`config.mk`:
```
export PLATFORM = sky130hd
export DESIGN_NAME = sscg_cfg_slave
export DESIGN_NICKNAME = d
export VERILOG_FILES = /design/src/rtl/sscg_cfg_pkg.sv /design/src/rtl/sscg_bus_sync.sv /design/src/rtl/sscg_bus_fsm.sv /design/src/rtl/sscg_cfg_regs.sv /design/src/rtl/sscg_cfg_slave.sv
export SDC_FILE = /design/constraint.sdc
export NUM_CORES = 1
export LEC_CHECK = 0
export ABC_AREA = 1
export BUFFER_PORTS_ARGS = -buffer_cell sky130_fd_sc_hd__buf_2
export CORE_UTILIZATION = 45
export CTS_CLUSTER_DIAMETER = 40
export DETAILED_ROUTE_END_ITERATION = 10
export GPL_TIMING_DRIVEN = 0
export PLACE_DENSITY = 0.68
export SLEW_MARGIN = 0
export SYNTH_ARGS = -nofsm -noshare
export SYNTH_HDL_FRONTEND = slang
export SYNTH_SLANG_ARGS = --single-unit
```
`constraint.sdc`:
```
create_clock -name clk -period 5.5 [get_ports clk]
set_clock_uncertainty 0.05 [all_clocks]
set_input_delay 0.55 -clock clk [delete_from_list [all_inputs] [get_ports clk]]
set_output_delay 0.55 -clock clk [all_outputs]
set_load 0.005 [all_outputs]
```
`src/rtl/sscg_cfg_pkg.sv`:
```
package sscg_cfg_pkg;

    typedef enum logic [2:0] {
        ST_IDLE,
        ST_RX,
        ST_RX_ACK,
        ST_TX,
        ST_TX_ACK
    } bus_st_e;

    typedef enum logic [1:0] {
        K_ADDR,
        K_CMD,
        K_COUNT,
        K_DATA
    } rx_kind_e;

endpackage

```
`src/rtl/sscg_bus_sync.sv`:
```
module sscg_bus_sync #(
    parameter int STAGES = 2
) (
    input  logic clk,
    input  logic rst_n,
    input  logic scl_i,
    input  logic sda_i,
    output logic scl_s,
    output logic sda_s,
    output logic scl_rise,
    output logic scl_fall,
    output logic start_det,
    output logic stop_det
);

    typedef struct packed {
        logic [STAGES-1:0] scl_ch;
        logic [STAGES-1:0] sda_ch;
        logic              scl_p;
        logic              sda_p;
    } sync_t;

    sync_t q, d;

    always_comb begin
        d = q;
        d.scl_ch[0] = scl_i;
        d.sda_ch[0] = sda_i;
        for (int i = 1; i < STAGES; i++) begin
            d.scl_ch[i] = q.scl_ch[i-1];
            d.sda_ch[i] = q.sda_ch[i-1];
        end
        d.scl_p = q.scl_ch[STAGES-1];
        d.sda_p = q.sda_ch[STAGES-1];
    end

    always_ff @(posedge clk) begin
        if (!rst_n) begin
            q <= '1;
        end else begin
            q <= d;
        end
    end

    assign scl_s     = q.scl_ch[STAGES-1];
    assign sda_s     = q.sda_ch[STAGES-1];
    assign scl_rise  = scl_s & ~q.scl_p;
    assign scl_fall  = ~scl_s & q.scl_p;
    assign start_det = scl_s & q.scl_p & q.sda_p & ~sda_s;
    assign stop_det  = scl_s & q.scl_p & ~q.sda_p & sda_s;

endmodule

```
`src/rtl/sscg_bus_fsm.sv`:
```
module sscg_bus_fsm
    import sscg_cfg_pkg::*;
#(
    parameter logic [6:0] DEV_ADDR = 7'h6A,
    parameter int         NREGS    = 7,
    parameter int         PTR_W    = 7
) (
    input  logic             clk,
    input  logic             rst_n,
    input  logic             sda_s,
    input  logic             scl_rise,
    input  logic             scl_fall,
    input  logic             start_det,
    input  logic             stop_det,
    input  logic [7:0]       rd_data_i,
    output logic [PTR_W-1:0] rd_ptr_o,
    output logic             wr_en_o,
    output logic [PTR_W-1:0] wr_ptr_o,
    output logic [7:0]       wr_data_o,
    output logic             sda_oe_o
);

    localparam logic [7:0] COUNT_VAL = 8'(NREGS);

    typedef struct packed {
        bus_st_e          st;
        rx_kind_e         kind;
        logic [3:0]       bitcnt;
        logic [7:0]       shreg;
        logic             oe;
        logic [PTR_W-1:0] ptr;
        logic [7:0]       remain;
        logic [7:0]       cmd;
        logic             send_cnt;
        logic             rd_pend;
        logic             mack;
    } fsm_t;

    fsm_t q, d;
    logic [7:0] tx_byte;
    logic       wr_en;

    assign tx_byte = q.send_cnt ? COUNT_VAL : rd_data_i;

    always_comb begin
        d     = q;
        wr_en = 1'b0;
        if (start_det) begin
            d.st     = ST_RX;
            d.kind   = K_ADDR;
            d.bitcnt = 4'd0;
            d.oe     = 1'b0;
        end else if (stop_det) begin
            d.st = ST_IDLE;
            d.oe = 1'b0;
        end else begin
            case (q.st)
                ST_RX: begin
                    if (scl_rise && q.bitcnt < 4'd8) begin
                        d.shreg  = {q.shreg[6:0], sda_s};
                        d.bitcnt = q.bitcnt + 4'd1;
                    end else if (scl_fall && q.bitcnt == 4'd8) begin
                        d.st = ST_IDLE;
                        case (q.kind)
                            K_ADDR: begin
                                if (q.shreg[7:1] == DEV_ADDR) begin
                                    d.st      = ST_RX_ACK;
                                    d.oe      = 1'b1;
                                    d.rd_pend = q.shreg[0];
                                    d.kind    = K_CMD;
                                    if (q.shreg[0]) begin
                                        d.send_cnt = ~q.cmd[7];
                                        d.ptr      = q.cmd[7] ? PTR_W'(q.cmd[6:0]) : '0;
                                    end
                                end
                            end
                            K_CMD: begin
                                if (q.shreg[7] || q.shreg[6:0] == 7'd0) begin
                                    d.st  = ST_RX_ACK;
                                    d.oe  = 1'b1;
                                    d.cmd = q.shreg;
                                    if (q.shreg[7]) begin
                                        d.ptr    = PTR_W'(q.shreg[6:0]);
                                        d.remain = 8'd1;
                                        d.kind   = K_DATA;
                                    end else begin
                                        d.ptr  = '0;
                                        d.kind = K_COUNT;
                                    end
                                end
                            end
                            K_COUNT: begin
                                d.st     = ST_RX_ACK;
                                d.oe     = 1'b1;
                                d.remain = q.shreg;
                                d.kind   = K_DATA;
                            end
                            default: begin
                                if (q.remain != 8'd0) begin
                                    d.st     = ST_RX_ACK;
                                    d.oe     = 1'b1;
                                    wr_en    = 1'b1;
                                    d.remain = q.remain - 8'd1;
                                    d.ptr    = q.ptr + PTR_W'(1);
                                end
                            end
                        endcase
                    end
                end
                ST_RX_ACK: begin
                    if (scl_fall) begin
                        if (q.rd_pend) begin
                            d.st       = ST_TX;
                            d.shreg    = tx_byte;
                            d.oe       = ~tx_byte[7];
                            d.bitcnt   = 4'd0;
                            d.send_cnt = 1'b0;
                            if (!q.send_cnt) d.ptr = q.ptr + PTR_W'(1);
                        end else begin
                            d.st     = ST_RX;
                            d.bitcnt = 4'd0;
                            d.oe     = 1'b0;
                        end
                    end
                end
                ST_TX: begin
                    if (scl_rise) begin
                        d.bitcnt = q.bitcnt + 4'd1;
                    end else if (scl_fall) begin
                        if (q.bitcnt == 4'd8) begin
                            d.st   = ST_TX_ACK;
                            d.oe   = 1'b0;
                            d.mack = 1'b0;
                        end else begin
                            d.shreg = {q.shreg[6:0], 1'b0};
                            d.oe    = ~q.shreg[6];
                        end
                    end
                end
                ST_TX_ACK: begin
                    if (scl_rise) begin
                        d.mack = ~sda_s;
                    end else if (scl_fall) begin
                        if (q.mack) begin
                            d.st       = ST_TX;
                            d.shreg    = tx_byte;
                            d.oe       = ~tx_byte[7];
                            d.bitcnt   = 4'd0;
                            d.send_cnt = 1'b0;
                            if (!q.send_cnt) d.ptr = q.ptr + PTR_W'(1);
                        end else begin
                            d.st = ST_IDLE;
                            d.oe = 1'b0;
                        end
                    end
                end
                default: begin
                    d.oe = 1'b0;
                end
            endcase
        end
    end

    always_ff @(posedge clk) begin
        if (!rst_n) begin
            q      <= '0;
            q.st   <= ST_IDLE;
            q.kind <= K_ADDR;
        end else begin
            q <= d;
        end
    end

    assign rd_ptr_o  = q.ptr;
    assign wr_en_o   = wr_en;
    assign wr_ptr_o  = q.ptr;
    assign wr_data_o = q.shreg;
    assign sda_oe_o  = q.oe;

endmodule

```
`src/rtl/sscg_cfg_regs.sv`:
```
module sscg_cfg_regs #(
    parameter int         NREGS  = 7,
    parameter int         PTR_W  = 7,
    parameter int         PIN_W  = 3,
    parameter logic [7:0] ID_VAL = 8'h08
) (
    input  logic             clk,
    input  logic             rst_n,
    input  logic [PIN_W-1:0] ss_pin_i,
    input  logic             fsel_pin_i,
    input  logic             wr_en_i,
    input  logic [PTR_W-1:0] wr_ptr_i,
    input  logic [7:0]       wr_data_i,
    input  logic [PTR_W-1:0] rd_ptr_i,
    output logic [7:0]       rd_data_o,
    output logic             sw_mode_o,
    output logic [PIN_W:0]   spread_sel_o,
    output logic             freq_sel_o,
    output logic             spread_en_o,
    output logic             clk_en_o,
    output logic [1:0]       cp_sel_o
);

    localparam logic [7:0]       R0_WMASK = 8'hFB;
    localparam logic [7:0]       R1_WMASK = 8'h07;
    localparam logic [PTR_W-1:0] ID_IDX   = PTR_W'(NREGS - 1);

    typedef struct packed {
        logic [7:0] r0;
        logic [7:0] r1;
        logic       fsel_lat;
    } regs_t;

    regs_t q, d;
    logic [PIN_W:0] sw_sel;

    always_comb begin
        d = q;
        if (wr_en_i) begin
            if (wr_ptr_i == PTR_W'(0)) d.r0 = wr_data_i & R0_WMASK;
            if (wr_ptr_i == PTR_W'(1)) d.r1 = wr_data_i & R1_WMASK;
        end
    end

    always_ff @(posedge clk) begin
        if (!rst_n) begin
            q.r0       <= {1'b0, ss_pin_i[0], ss_pin_i[1], ss_pin_i[2], fsel_pin_i, 3'b010};
            q.r1       <= 8'h04;
            q.fsel_lat <= fsel_pin_i;
        end else begin
            q <= d;
        end
    end

    always_comb begin
        if (rd_ptr_i == PTR_W'(0))      rd_data_o = q.r0;
        else if (rd_ptr_i == PTR_W'(1)) rd_data_o = q.r1;
        else if (rd_ptr_i == ID_IDX)    rd_data_o = ID_VAL;
        else                            rd_data_o = 8'h00;
    end

    genvar g;
    generate
        for (g = 0; g <= PIN_W; g++) begin : g_sel
            assign sw_sel[g] = q.r0[7-g];
        end
    endgenerate

    assign sw_mode_o    = q.r0[0];
    assign spread_sel_o = q.r0[0] ? sw_sel : {ss_pin_i, 1'b0};
    assign freq_sel_o   = q.r0[0] ? q.r0[3] : q.fsel_lat;
    assign spread_en_o  = q.r0[1];
    assign clk_en_o     = q.r1[2];
    assign cp_sel_o     = q.r1[1:0];

endmodule

```
`src/rtl/sscg_cfg_slave.sv`:
```
module sscg_cfg_slave #(
    parameter logic [6:0] DEV_ADDR    = 7'h6A,
    parameter int         SYNC_STAGES = 2,
    parameter int         NREGS       = 7,
    parameter logic [7:0] ID_VAL      = 8'h08
) (
    input  logic       clk,
    input  logic       rst_n,
    input  logic       scl_i,
    input  logic       sda_i,
    output logic       sda_oe_o,
    input  logic [2:0] ss_pin_i,
    input  logic       fsel_pin_i,
    output logic [3:0] spread_sel_o,
    output logic       freq_sel_o,
    output logic       spread_en_o,
    output logic       clk_en_o,
    output logic [1:0] cp_sel_o
);

    localparam int PTR_W = 7;

    logic             scl_s, sda_s, scl_rise, scl_fall, start_det, stop_det;
    logic [7:0]       rd_data, wr_data;
    logic [PTR_W-1:0] rd_ptr, wr_ptr;
    logic             reg_wr, sw_mode;

    sscg_bus_sync #(.STAGES(SYNC_STAGES)) u_sync (
        .clk       (clk),
        .rst_n     (rst_n),
        .scl_i     (scl_i),
        .sda_i     (sda_i),
        .scl_s     (scl_s),
        .sda_s     (sda_s),
        .scl_rise  (scl_rise),
        .scl_fall  (scl_fall),
        .start_det (start_det),
        .stop_det  (stop_det)
    );

    sscg_bus_fsm #(.DEV_ADDR(DEV_ADDR), .NREGS(NREGS), .PTR_W(PTR_W)) u_fsm (
        .clk       (clk),
        .rst_n     (rst_n),
        .sda_s     (sda_s),
        .scl_rise  (scl_rise),
        .scl_fall  (scl_fall),
        .start_det (start_det),
        .stop_det  (stop_det),
        .rd_data_i (rd_data),
        .rd_ptr_o  (rd_ptr),
        .wr_en_o   (reg_wr),
        .wr_ptr_o  (wr_ptr),
        .wr_data_o (wr_data),
        .sda_oe_o  (sda_oe_o)
    );

    sscg_cfg_regs #(.NREGS(NREGS), .PTR_W(PTR_W), .PIN_W(3), .ID_VAL(ID_VAL)) u_regs (
        .clk          (clk),
        .rst_n        (rst_n),
        .ss_pin_i     (ss_pin_i),
        .fsel_pin_i   (fsel_pin_i),
        .wr_en_i      (reg_wr),
        .wr_ptr_i     (wr_ptr),
        .wr_data_i    (wr_data),
        .rd_ptr_i     (rd_ptr),
        .rd_data_o    (rd_data),
        .sw_mode_o    (sw_mode),
        .spread_sel_o (spread_sel_o),
        .freq_sel_o   (freq_sel_o),
        .spread_en_o  (spread_en_o),
        .clk_en_o     (clk_en_o),
        .cp_sel_o     (cp_sel_o)
    );

endmodule

```
==> flow_summary.yaml <==
clock_network:
  cts_buffers: 9
  tritoncts: "done"
  cts_setup_buffers: 0
  post_cts_resized: 0
  clk_latency_ns: 0.36
  cts-root-buf: "clkbuf_8"
  clk_path_buf_depth: 2
  htree_levels: 3
  postCtsHoldBufs: 0
  cts.sinks: 61
  clk_pin_slew_worst_paths_ns: 0.08
global_route:
  track_usage: 0.246
  grt_pass1_wl_um: 18400
  met1_usage: 0.320
  grt_max_degree: 13
  gr-total-overflow: 0
  top_usage_layer: "met2"
  antenna_found_initial: 0
  met2_usage: 0.395
  grt_pass1_vias: 3788
  use_met3: 0.0511
yosys:
  muxShareOfSynthArea: 0
  synth_compound_area_frac: 0.110
  synth_top_family_by_area: "simple AND/OR/NAND/NOR gates"
  syn_area_per_cell_sq_um: 6.34
  synth-xor-area-share: 0.00851
  synth-simple-area-share: 0.427
  ys_seq_elements: 61
  postSynthCellCount: 649
  yosys.cell_types.count: 37
  synthAdderAreaFrac: 0.0395
  synth_warnings: 0
  ys_seq_area_frac: 0.309
  synth_area_sq_um: 4120
  syn_nets: 670
route:
  drc: 0
  drt_iter0_drc: 326
  routedWlPerCell_um: 13.9
  final_antenna_net_count: 0
  vias: 4164
  viasPerCell: 5.28
  drt_wl_total_um: 11000
  dr.pass1.iters: 5
worst_setup_path:
  path_max_fanout: 10
  crit_family: "simple AND/OR/NAND/NOR gates"
  criticalPathCategory: "flop to flop"
  end_kind: "flop"
  crit_required_ns: 5.50
  crit_arrival_ns: 2.12
  cp_slowest_stage_delay_ns: 0.38
  crit_buf_inv: 2
  crit_chain: "inv_1 > ha_1 > nand2_1 > nor2_1 > nor3_1 > nand3_1 > buf_2 > nand2_1"
  startpoint_type: "flop"
  cp_slowest_cell: "nor3_1"
  cpMostUsedCell: "nand2_1"
sta:
  clock.fmax_mhz: 473
  finalHoldViolations: 0
  period_share: 0.384
  whs_ns: 0.332
  worstMarginPinSlew_ns: 0.679
  drv_slew: 0
  setup_viol: 0
  rsz0062_at_grt: "false"
  finalSetupTns_ns: 0
  finalCriticalPeriod_ns: 2.11
  maxSlewHeadroom: 0.548
cells_and_area:
  final_area_sq_um: 4540
  antennaDiodeCount: 0
  drive_above_1_share: 0.144
  area_growth_pct: 10.2
  layout_common_cells: "nand2_1 (194), nor2_1 (82), inv_1 (68), dfxtp_1 (56), nand3_1 (47)"
  mostFrequentLayoutCell: "nand2_1"
  stdcell_count: 789
  fill_cells: 902
  final_net_count: 697
  finalCoreUtilization: 0.515
run_status:
  outcome: "complete, no violations"
die:
  dieArea_sq_um: 9540
  die_h_um: 97.7
  ios: 18
  start_util: 0.468
  core_sq_um: 8810
  fp-row-count: 34
  die-width_um: 97.7
run:
  drv_cap: 0
place:
  portBuffers: 16
  gp_routability_congestion: 0.884
  placed_cell_area_sq_um: 4330
  placed_cells: 773
  dp_hpwl_um: 8370
worst_hold_path:
  holdCritPathClass: "primary input to flop"
pwr:
  leakagePower_nw: 2.25
  powerDensity_nw_per_um2: 480
  ir_drop_uv: 260
## layout make-up
class	count	area, sq um	share of cell area
plain buffers	20	119	0.0262
inverters	83	317	0.0698
clock buffers	11	163	0.0359
repair buffers	16	80.1	0.0177
flip-flops and latches	61	1270	0.280
multi-input cells	485	2410	0.531
well taps	108	135	0.0298
clock inverters	5	41.3	0.00910
## synth_stat cells
master,n,share of area
a211oi_1,1,0.0018
nor2_1,82,0.075
buf_4,4,0.0073
nor2_4,6,0.016
a21oi_2,1,0.0021
inv_2,13,0.012
nor2_2,4,0.0061
buf_2,5,0.0061
nand2_2,11,0.017
dfxtp_1,56,0.27
nand4_1,15,0.023
nand3_1,47,0.057
nor2_8,1,0.0049
o21bai_1,1,0.0018
and2_1,1,0.0015
xnor2_1,2,0.0043
o21ai_0,30,0.036
or2_2,4,0.0061
o21ai_1,5,0.0061
nand2_4,5,0.014
a21boi_0,1,0.0018
inv_4,2,0.0030
o22ai_1,5,0.0076
nor3_1,5,0.0061
buf_6,3,0.0082
nand2_1,194,0.18
nand3_4,3,0.013
inv_1,68,0.062
a31oi_1,1,0.0015
edfxtp_1,5,0.036
clkbuf_1,8,0.0073
a21oi_1,36,0.044
xor2_1,2,0.0043
o211ai_1,4,0.0073
ha_1,13,0.040
nand3_2,4,0.0097
nand3b_1,1,0.0018
## metrics by stage
stage	setup WS, ns	total power [W]
floorplan	3.76	0.00150
global placement	3.45	0.00174
detailed placement	3.43	0.00176
CTS	3.42	0.00218
global route	3.26	0.00238
finish	3.39	0.00218
## final timing paths
check | startpoint | end | slack (ns) | cells past startpoint
worst min register to register | u_sync.d[3] | u_sync.sda_s | 0.36 | 1
worst max-delay path | u_fsm.q[11] | u_regs.q[12] | 3.39 | 8
worst max register to register | u_fsm.q[11] | u_regs.q[12] | 3.39 | 8
worst min-delay path | sda_i | u_sync.d[3] | 0.33 | 2
## power by group
part           switching (W)  leakage, nW  internal (W)  total, W
Sequential         0.0000798        0.504      0.000522  0.000602
Clock               0.000204       0.0973      0.000206  0.000410
Combinational       0.000801         1.64      0.000367   0.00117
Total                0.00108         2.25       0.00109   0.00218
## layer usage
metal	routed length (um)	vias to the layer above
met5	0	-
met4	149	0
met3	714	16
met2	5010	131
met1	5120	1894
li1	-	2123
## cell families after synthesis
kind of cell / count (synthesis)
and+or+nand+nor: 383
buffers and inverters: 103
AOI/OAI and AO/OA: 85
DFF: 61
adders and majority gates: 13
xor gates and xnor gates: 4
## state kept, by name, indices dropped and copies added, names as in the netlist
| register | flops |
|---|---|
| u_fsm.q | 28 |
| u_fsm.rd_ptr_o | 7 |
| u_fsm.sda_oe_o | 1 |
| u_fsm.wr_data_o | 8 |
| u_regs.clk_en_o | 1 |
| u_regs.cp_sel_o | 2 |
| u_regs.d | 1 |
| u_regs.q | 5 |
| u_regs.spread_en_o | 1 |
| u_regs.sw_mode_o | 1 |
| u_sync.d | 2 |
| u_sync.q | 2 |
| u_sync.scl_s | 1 |
| u_sync.sda_s | 1 |
(Power assumes the default switching activity.)
